`src/rtl/regbank_pkg.sv`:
```
package regbank_pkg;
  localparam int unsigned MAX_W = 64;

  // Merge a bus write into a stored word: protected bits keep the old value,
  // then write-one-to-clear bits seeing a one drop to zero.
  function automatic logic [MAX_W-1:0] write_merge(
    input logic [MAX_W-1:0] old_v,
    input logic [MAX_W-1:0] wdata,
    input logic [MAX_W-1:0] wmask,
    input logic [MAX_W-1:0] ro,
    input logic [MAX_W-1:0] w1c,
    input logic [MAX_W-1:0] rsvd
  );
    logic [MAX_W-1:0] keep;
    logic [MAX_W-1:0] v;
    keep = ro | w1c | rsvd | ~wmask;
    v    = (wdata & ~keep) | (old_v & keep);
    return v & ~(wdata & w1c);
  endfunction
endpackage

```
`src/rtl/attr_reg_cell.sv`:
```
module attr_reg_cell #(
  parameter int unsigned DATA_W = 32,
  parameter logic [DATA_W-1:0] RO      = '0,
  parameter logic [DATA_W-1:0] W1C     = '0,
  parameter logic [DATA_W-1:0] COR     = '0,
  parameter logic [DATA_W-1:0] RSVD    = '0,
  parameter logic [DATA_W-1:0] RST_VAL = '0
) (
  input  logic              clk,
  input  logic              rst,
  input  logic              soft_rst,
  input  logic              wr_sel,
  input  logic              rd_sel,
  input  logic [DATA_W-1:0] wdata,
  input  logic [DATA_W-1:0] wmask,
  input  logic [DATA_W-1:0] hw_set,
  output logic [DATA_W-1:0] value
);
  localparam logic [DATA_W-1:0] SETTABLE = W1C | COR;

  logic [DATA_W-1:0] nxt;

  always_comb begin
    nxt = value;
    if (wr_sel) begin
      nxt = DATA_W'(regbank_pkg::write_merge(
              64'(value), 64'(wdata), 64'(wmask),
              64'(RO), 64'(W1C), 64'(RSVD)));
    end
    if (rd_sel) begin
      nxt = nxt & ~COR;
    end
    nxt = nxt | (hw_set & SETTABLE);
  end

  always_ff @(posedge clk) begin
    if (rst || soft_rst) value <= RST_VAL;
    else                 value <= nxt;
  end
endmodule

```
`src/rtl/attr_access_check.sv`:
```
module attr_access_check #(
  parameter int unsigned DATA_W   = 32,
  parameter int unsigned NUM_REGS = 4,
  parameter int unsigned ADDR_W   = 2,
  parameter logic [NUM_REGS*DATA_W-1:0] RSVD_MASK  = '0,
  parameter logic [NUM_REGS*DATA_W-1:0] UNIMP_MASK = '0
) (
  input  logic                       clk,
  input  logic                       rst,
  input  logic [ADDR_W-1:0]          bus_addr,
  input  logic [DATA_W-1:0]          bus_wdata,
  input  logic                       bus_wr,
  input  logic                       bus_rd,
  input  logic [NUM_REGS*DATA_W-1:0] reg_state,
  output logic [NUM_REGS-1:0]        wr_sel,
  output logic [NUM_REGS-1:0]        rd_sel,
  output logic                       err_undef,
  output logic                       err_rsvd,
  output logic                       err_unimp
);
  logic [NUM_REGS-1:0] rsvd_hit;
  logic [NUM_REGS-1:0] unimp_hit;
  logic                hit_any;

  for (genvar i = 0; i < NUM_REGS; i++) begin : g_dec
    localparam logic [DATA_W-1:0] RS = RSVD_MASK[i*DATA_W +: DATA_W];
    localparam logic [DATA_W-1:0] UI = UNIMP_MASK[i*DATA_W +: DATA_W];
    logic addr_eq;
    assign addr_eq      = (bus_addr == ADDR_W'(i));
    assign wr_sel[i]    = bus_wr && addr_eq;
    assign rd_sel[i]    = bus_rd && addr_eq;
    assign rsvd_hit[i]  = wr_sel[i] &&
                          (|((reg_state[i*DATA_W +: DATA_W] ^ bus_wdata) & RS));
    assign unimp_hit[i] = wr_sel[i] && (|(bus_wdata & UI));
  end

  assign hit_any = |(wr_sel | rd_sel);

  always_ff @(posedge clk) begin
    if (rst) begin
      err_undef <= 1'b0;
      err_rsvd  <= 1'b0;
      err_unimp <= 1'b0;
    end else begin
      err_undef <= (bus_wr || bus_rd) && !hit_any;
      err_rsvd  <= |rsvd_hit;
      err_unimp <= |unimp_hit;
    end
  end
endmodule

```
`src/rtl/attr_reg_bank.sv`:
```
module attr_reg_bank #(
  parameter int unsigned DATA_W   = 32,
  parameter int unsigned NUM_REGS = 4,
  parameter int unsigned ADDR_W   = 2,
  parameter logic [NUM_REGS*DATA_W-1:0] RO_MASK    = '0,
  parameter logic [NUM_REGS*DATA_W-1:0] W1C_MASK   = '0,
  parameter logic [NUM_REGS*DATA_W-1:0] COR_MASK   = '0,
  parameter logic [NUM_REGS*DATA_W-1:0] RSVD_MASK  = '0,
  parameter logic [NUM_REGS*DATA_W-1:0] UNIMP_MASK = '0,
  parameter logic [NUM_REGS*DATA_W-1:0] RESET_VAL  = '0
) (
  input  logic                       clk,
  input  logic                       rst,
  input  logic [ADDR_W-1:0]          bus_addr,
  input  logic [DATA_W-1:0]          bus_wdata,
  input  logic [DATA_W-1:0]          bus_wmask,
  input  logic                       bus_wr,
  input  logic                       bus_rd,
  output logic [DATA_W-1:0]          bus_rdata,
  input  logic [NUM_REGS*DATA_W-1:0] hw_set,
  input  logic [NUM_REGS-1:0]        soft_rst,
  output logic                       err_undef,
  output logic                       err_rsvd,
  output logic                       err_unimp
);
  localparam int unsigned BANK_W = NUM_REGS * DATA_W;

  if (!(DATA_W == 8 || DATA_W == 16 || DATA_W == 32 || DATA_W == 64)) begin : g_bad_w
    $error("DATA_W must be 8, 16, 32 or 64");
  end
  if (NUM_REGS > (1 << ADDR_W)) begin : g_bad_a
    $error("ADDR_W too narrow for NUM_REGS");
  end

  logic [NUM_REGS-1:0] wr_sel;
  logic [NUM_REGS-1:0] rd_sel;
  logic [BANK_W-1:0]   reg_state;
  logic [DATA_W-1:0]   rd_word;

  attr_access_check #(
    .DATA_W(DATA_W), .NUM_REGS(NUM_REGS), .ADDR_W(ADDR_W),
    .RSVD_MASK(RSVD_MASK), .UNIMP_MASK(UNIMP_MASK)
  ) u_access (
    .clk(clk), .rst(rst), .bus_addr(bus_addr), .bus_wdata(bus_wdata),
    .bus_wr(bus_wr), .bus_rd(bus_rd), .reg_state(reg_state),
    .wr_sel(wr_sel), .rd_sel(rd_sel),
    .err_undef(err_undef), .err_rsvd(err_rsvd), .err_unimp(err_unimp)
  );

  for (genvar i = 0; i < NUM_REGS; i++) begin : g_reg
    attr_reg_cell #(
      .DATA_W (DATA_W),
      .RO     (RO_MASK  [i*DATA_W +: DATA_W]),
      .W1C    (W1C_MASK [i*DATA_W +: DATA_W]),
      .COR    (COR_MASK [i*DATA_W +: DATA_W]),
      .RSVD   (RSVD_MASK[i*DATA_W +: DATA_W]),
      .RST_VAL(RESET_VAL[i*DATA_W +: DATA_W])
    ) u_cell (
      .clk(clk), .rst(rst), .soft_rst(soft_rst[i]),
      .wr_sel(wr_sel[i]), .rd_sel(rd_sel[i]),
      .wdata(bus_wdata), .wmask(bus_wmask),
      .hw_set(hw_set[i*DATA_W +: DATA_W]),
      .value(reg_state[i*DATA_W +: DATA_W])
    );
  end

  // One-hot select OR-tree; an undefined address selects nothing and reads 0.
  always_comb begin
    rd_word = '0;
    for (int i = 0; i < NUM_REGS; i++) begin
      if (rd_sel[i]) rd_word = rd_word | reg_state[i*DATA_W +: DATA_W];
    end
  end

  always_ff @(posedge clk) begin
    if (rst)         bus_rdata <= '0;
    else if (bus_rd) bus_rdata <= rd_word;
  end
endmodule

```
`config.mk`:
```
export PLATFORM = sky130hd
export DESIGN_NAME = attr_reg_bank
export DESIGN_NICKNAME = d
export VERILOG_FILES = /design/src/rtl/regbank_pkg.sv /design/src/rtl/attr_reg_cell.sv /design/src/rtl/attr_access_check.sv /design/src/rtl/attr_reg_bank.sv
export SDC_FILE = /design/constraint.sdc
export NUM_CORES = 1
export LEC_CHECK = 0
export BUFFER_PORTS_ARGS = -buffer_cell sky130_fd_sc_hd__buf_2
export CAP_MARGIN = 20
export CORE_ASPECT_RATIO = 1.4
export CORE_MARGIN = 3
export CORE_UTILIZATION = 60
export CTS_BUF_LIST = sky130_fd_sc_hd__clkbuf_4 sky130_fd_sc_hd__clkbuf_8
export DETAILED_ROUTE_END_ITERATION = 12
export GPL_TIMING_DRIVEN = 0
export PLACE_DENSITY = 0.88
export SKIP_CTS_REPAIR_TIMING = 1
export SYNTH_ARGS = -nofsm -noshare
export SYNTH_HDL_FRONTEND = slang
export SYNTH_SLANG_ARGS = --single-unit
```
`constraint.sdc`:
```
create_clock -name clk -period 2.6 [get_ports clk]
set_input_delay 0.52 -clock clk [delete_from_list [all_inputs] [get_ports clk]]
set_output_delay 0.52 -clock clk [all_outputs]
set_load 0.03 [all_outputs]
```
==> out/qor.log, run 1 <==
INFO  timing         timing_max_transition_violations_final=0
INFO  job            max_cap_viol_count=0
INFO  timing         totalNegativeSetupSlack=0ps
INFO  routing        remaining_drc_errors=0
INFO  cts            clk_pin_slew=80ps
INFO  global_route   grt_use_total=34.1%
INFO  cts            numClockSinks=161
INFO  setup_path     worstPathArrival=1080ps
INFO  floorplanning  floorplan.rows=54
INFO  global_route   wire_length_of_the_first_global_routing_pass=47600um
INFO  routing        ant_nets=0
INFO  setup_path     path_class=reg2out
INFO  cts            tritoncts.num_buffers=17
INFO  setup_path     reg_to_reg_start=bus_rdata[1]
INFO  status         status=finished clean
INFO  setup_path     critical_path.slowest_cell=sky130_fd_sc_hd__dfxtp_1
INFO  placement      dp_hpwl=21200um
INFO  worst_hold_path hold_path.class=in2reg
INFO  floorplanning  placeableCoreArea=0.0159mm2
INFO  setup_path     crit_fanout=2
INFO  logic_synthesis cell_area_after_synthesis=0.00987mm2
INFO  power          p_total=5440uW
INFO  timing         achievable-frequency=626MHz
INFO  global_route   number_of_global_route_vias_before_repair=8990
INFO  layout         final_cell_count_no_fill=1252
INFO  routing        wire_length_reported_by_the_detailed_router=31200um
INFO  cts            clk-insertion-delay-late=480ps
INFO  logic_synthesis yosysWarningCount=0
INFO  setup_path     worst_r2r_path_depth=2
INFO  cts            cts_buffer_depth=2
INFO  setup_path     cp-end-kind=output pin
INFO  cts            cts_tree=built
INFO  timing         setup_repair_after_global_routing_missed_its_margin=false
INFO  setup_path     worst_setup_path_start_kind=flip-flop
INFO  setup_path     cp_num_buf_inv=1
INFO  timing         tightestPinTransition=759ps
INFO  logic_synthesis ys_seq_area_share=32.7%
INFO  setup_path     critical_path_required=2080ps
INFO  layout         final_net_count=1248
INFO  global_route   grt_overflow=0
INFO  timing         final.hold.worst_slack=392ps
INFO  setup_path     r2r-end=bus_rdata[1]
INFO  routing        via_count=8709
INFO  logic_synthesis synth_area_per_cell=10.7um2
INFO  routing        number_of_vias_per_cell=6.96
INFO  routing        drt_first_pass_iters=5
INFO  floorplanning  floorplan_die_area=0.0180mm2
INFO  setup_path     critical_path.cell_chain=buf_2
INFO  floorplanning  die_h=158um
INFO  placement      post-place-cells=1223
INFO  worst_hold_path holdPathStages=3
INFO  setup_path     cpPeakStageDelay=380ps
INFO  placement      io_buffers=100
INFO  worst_hold_path min-delay-start=bus_wmask[10]
INFO  placement      gpl.final_weighted_congestion=0.955
INFO  global_route   antenna_found_initial=0
INFO  power          peakVddDrop=0.000328V
INFO  layout         layout_common_cells=sky130_fd_sc_hd__nor3b_1, sky130_fd_sc_hd__dfxtp_1, sky130_fd_sc_hd__buf_2, sky130_fd_sc_hd__mux2_1
INFO  timing         setup_viol_count_final=0
INFO  routing        detail_route.wl_per_cell=24.9um
INFO  logic_synthesis synth_seq_cells=161
INFO  timing         final_period_demand_of_the_worst_path=1600ps
INFO  setup_path     critical_path.top_delay_family=flip-flops
INFO  floorplanning  io-pin-count=237
INFO  logic_synthesis netlist-cell-type-count=20
INFO  global_route   grt_max_degree=17
INFO  cts            clockRootBuffer=sky130_fd_sc_hd__clkbuf_8
INFO  layout         antenna_cells=0
INFO  layout         post_route_cells_drive_above_1_share=32.3%
INFO  timing         worst_clock_skew_on_the_final_layout=9.38ps
INFO  logic_synthesis synthCells=925
INFO  timing         slew_headroom=49.4%
INFO  timing         final_min_period_over_clock_period=61.4%
INFO  power          p_leak=0.00417uW
INFO  setup_path     reg2reg_setup_slack=1590ps
INFO  power          cellPowerDensity=492mW/mm2
INFO  floorplanning  floorplan.die.width=114um
INFO  cts            cts.htree.levels=4
INFO  timing         final-hold-violation-count=0
INFO  layout         post_synthesis_to_final_layout_area_growth=12.3%
INFO  floorplanning  initial_core_utilization=62.1%
INFO  routing        detail_route.iter0.violations=875
INFO  layout         commonest_non_fill_non_tap_cell_in_the_layout=sky130_fd_sc_hd__nor3b_1
## report_power, final
part	switching (uW)	total [uW]	internal, uW
registers	8.71	2490	2480
logic	509	782	273
clock network	948	2170	1220
total	1470	5440	3980
## synthesized netlist by cell type (all sizes together)
library cell	instances	area share [%]
nor3b	256	19
dfxtp	161	33
mux2	128	15
buf	83	5.8
mux2i	64	6.5
nand4b	64	5.7
clkbuf	38	1.4
or3b	33	2.9
nand4	32	2.0
o221ai	32	4.7
and4bb	28	3.6
nor4bb	4	0.41
conb	1	0.038
nand3b	1	0.11
## cell type report
type	count	area (um2)
clock inverters	4	120
fillers	1212	4800
clock buffers	25	338
well taps	196	245
flip-flops and latches	161	3220
plain buffers	121	716
repair buffers	100	500
multi-input cells	645	5930
## worst max-delay path by stage
| stage | start | end | slack (ps) | cells past startpoint |
|---|---|---|---|---|
| floorplan | bus_wr | flip-flop | 1100 | 4 |
| global placement | soft_rst[2] | flip-flop | 740 | 4 |
| detailed placement | soft_rst[2] | flip-flop | 700 | 4 |
| CTS | bus_rdata[1] | bus_rdata[1] | 1030 | 1 |
| global route | bus_rdata[1] | bus_rdata[1] | 980 | 1 |
| finish | bus_rdata[1] | bus_rdata[1] | 1000 | 1 |
## layer usage
layer	track usage (%)	wire length [um]	part of all wire (%)
met5	0	0	0
met4	19.5	1490	4.8
met3	7.38	2710	8.7
met2	58.6	15500	50
met1	38.9	11500	37
## cells by family after synthesis
kind of cell | synth area share, %
simple gates | 34.2
compound gates | 4.74
buf+inv | 7.25
flops | 32.7
mux | 21.1
other cells | 0.0380
## worst reg2reg max path: stages, from the launching register on
cell,delay [ps]
sky130_fd_sc_hd__dfxtp_1,380
sky130_fd_sc_hd__or3b_2,480
sky130_fd_sc_hd__o221ai_2,80
## through the flow
stage | utilization, % | setup WS [ps] | area (um2)
after floorplan | - | 1100 | 9870
after global placement | 66.9 | 744 | 10600
after detailed placement | 66.9 | 701 | 10600
after CTS | 69.8 | 1030 | 11100
after global routing | 69.8 | 983 | 11100
final | 69.8 | 1000 | 11100
(Power assumes the default switching activity.)
==> run 2: changes to the inputs <==
Settings changed: CORE_UTILIZATION 60 to 56, PLACE_DENSITY 0.88 to 0.83.
Clock period 2.6 ns to 1.5 ns, I/O delays scaled along.
==> run 2 against run 1 <==
Effect of this change: clock skew increased by 3.2 ps; final cell count increased by 3.0%; register-to-register slack got worse by 1100 ps; largest power group unchanged.
==> out/qor.log, run 2 (same netlist as run 1, synthesis figures left out) <==
INFO  layout         final_net_count=1248 [unchanged]
INFO  power          p_leak=0.00417uW [about the same]
INFO  cts            tritoncts.num_buffers=17 [unchanged]
INFO  global_route   number_of_global_route_vias_before_repair=8726 [-2.9%]
INFO  status         status=finished clean
INFO  global_route   wire_length_of_the_first_global_routing_pass=47900um [+0.68%]
INFO  timing         final-hold-violation-count=0 [unchanged]
INFO  job            max_cap_viol_count=0 [unchanged]
INFO  global_route   grt_overflow=0 [unchanged]
INFO  placement      io_buffers=100 [unchanged]
INFO  setup_path     critical_path_required=1200ps [-880 ps]
INFO  timing         tightestPinTransition=699ps [-59.3 ps]
INFO  placement      gpl.final_weighted_congestion=0.948 [-0.64%]
INFO  timing         final_min_period_over_clock_period=91.8%
INFO  global_route   grt_max_degree=17 [unchanged]
INFO  layout         fillCellCount=1406 [+16%]
INFO  routing        ant_nets=0 [unchanged]
INFO  timing         timing_max_transition_violations_final=0 [unchanged]
INFO  layout         layout.area.seq=0.00322mm2 [unchanged]
INFO  timing         setup_repair_after_global_routing_missed_its_margin=false
INFO  layout         antenna_cells=0 [unchanged]
INFO  floorplanning  die_h=163um [+3.4%]
INFO  timing         final_period_demand_of_the_worst_path=1380ps
INFO  worst_hold_path min-delay-start=bus_wmask[7]
INFO  cts            numClockSinks=161 [unchanged]
INFO  timing         slew_headroom=53.4% [+4.0 points]
INFO  routing        detail_route.iter0.violations=855 [-2.3%]
INFO  routing        wire_length_reported_by_the_detailed_router=31000um [-0.44%]
INFO  cts            clk-insertion-delay-late=480ps [about the same]
INFO  timing         setup_viol_count_final=0 [unchanged]
INFO  floorplanning  initial_core_utilization=57.9% [-4.2 points]
INFO  routing        drt_first_pass_iters=5 [unchanged]
INFO  power          p_total=9340uW [+72%]
INFO  setup_path     critical_path.top_delay_family=flip-flops
INFO  layout         post_synthesis_to_final_layout_area_growth=12.6%
INFO  setup_path     reg_to_reg_start=bus_rdata[0]
INFO  cts            clockRootBuffer=sky130_fd_sc_hd__clkbuf_8
INFO  floorplanning  io-pin-count=237 [unchanged]
INFO  cts            clk_pin_slew=90ps [about the same]
INFO  routing        via_count=8556 [-1.8%]
INFO  routing        number_of_vias_per_cell=6.64 [-4.6%]
INFO  setup_path     critical_path.slowest_cell=sky130_fd_sc_hd__dfxtp_1
INFO  setup_path     cpPeakStageDelay=380ps [about the same]
INFO  floorplanning  placeableCoreArea=0.0170mm2 [+7.2%]
INFO  worst_hold_path hold_path.class=in2reg
INFO  cts            cts_buffer_depth=2 [unchanged]
INFO  setup_path     crit_fanout=2 [unchanged]
INFO  cts            cts.htree.levels=4 [unchanged]
INFO  routing        detail_route.wl_per_cell=24.1um [-3.3%]
INFO  setup_path     critical_path.cell_chain=buf_2
INFO  setup_path     cp-startpoint=bus_rdata[0]
INFO  setup_path     worst_setup_path_start_kind=flip-flop
INFO  layout         commonest_non_fill_non_tap_cell_in_the_layout=sky130_fd_sc_hd__nor3b_1
INFO  setup_path     path_class=reg2out
INFO  placement      dp_hpwl=21400um [+0.94%]
INFO  timing         worst_clock_skew_on_the_final_layout=12.6ps [+3.18 ps]
INFO  cts            cts_tree=built
INFO  global_route   grt_use_total=31.9% [-2.2 points]
INFO  floorplanning  floorplan.rows=56 [+3.7%]
INFO  floorplanning  floorplan_die_area=0.0193mm2 [+6.8%]
INFO  setup_path     cp_num_buf_inv=1 [unchanged]
INFO  timing         achievable-frequency=726MHz
INFO  setup_path     reg2reg_setup_slack=500ps [-1090 ps]
INFO  timing         totalNegativeSetupSlack=0ps [unchanged]
INFO  floorplanning  floorplan.die.width=118um [+3.3%]
INFO  global_route   antenna_found_initial=0 [unchanged]
INFO  layout         layout_common_cells=sky130_fd_sc_hd__nor3b_1, sky130_fd_sc_hd__dfxtp_1, sky130_fd_sc_hd__buf_2, sky130_fd_sc_hd__mux2_1
INFO  layout         multi_input_area=0.00593mm2 [unchanged]
INFO  power          cellPowerDensity=841mW/mm2 [+71%]
INFO  power          peakVddDrop=0.000459V [+40%]
INFO  setup_path     cp-end-kind=output pin
INFO  setup_path     worstPathArrival=1080ps [about the same]
INFO  routing        remaining_drc_errors=0 [unchanged]
INFO  layout         post_route_cells_drive_above_1_share=32.4% [+0.064 points]
-- run 2: cell count changes in the layout (fill, tap and decap cells not counted) --
| cell | previous run | this run |
|---|---|---|
| sky130_fd_sc_hd__clkbuf_8 | 24 | 21 |
| sky130_fd_sc_hd__clkbuf_4 | 1 | 4 |
| sky130_fd_sc_hd__clkinv_2 | 0 | 1 |
-- run 2: final timing paths --
kind                                      to  depth (start not counted)
worst max register to register  bus_rdata[0]                          2
worst min-delay path               flip-flop                          3
worst min register to register  bus_rdata[7]                          2
worst max-delay path            bus_rdata[0]                          1
-- run 2: cell type report --
| class | instances | share of cell area [%] |
|---|---|---|
| clock inverter | 5 | 1.13 |
| buffer | 121 | 6.44 |
| tap | 232 | 2.61 |
| timing repair buffer | 100 | 4.51 |
| multi-input combinational | 645 | 53.4 |
| clock buffer | 25 | 2.87 |
| sequential | 161 | 29.0 |
-- run 2: routing by layer --
layer  global-route usage [%]  wire length (um)  up-vias
met5                        0                 0        -
met3                     6.17              2410      101
met1                     37.5             11900     4219
met4                     17.0              1390        0
li1                         -                 -     3773
met2                     55.0             15300      463
-- run 2: through the flow --
| step | util, % | area, um2 | std cells | setup slack [ps] | hold slack [ps] |
|---|---|---|---|---|---|
| floorplan | - | 9870 | 927 | 222 | 504 |
| global placement | 62.6 | 10700 | 1259 | -167 | 544 |
| detailed placement | 62.6 | 10700 | 1259 | -171 | 554 |
| CTS | 65.2 | 11100 | 1289 | 124 | 163 |
| global route | 65.2 | 11100 | 1289 | 93.1 | 172 |
| finish | 65.2 | 11100 | 1289 | 122 | 176 |
-- run 2: power breakdown --
group	leakage [uW]	total, uW	switching, uW	internal (uW)
registers	0.00130	4320	15.0	4300
clock network	0.000230	3670	1630	2050
logic	0.00264	1350	874	472
total	0.00417	9340	2520	6820
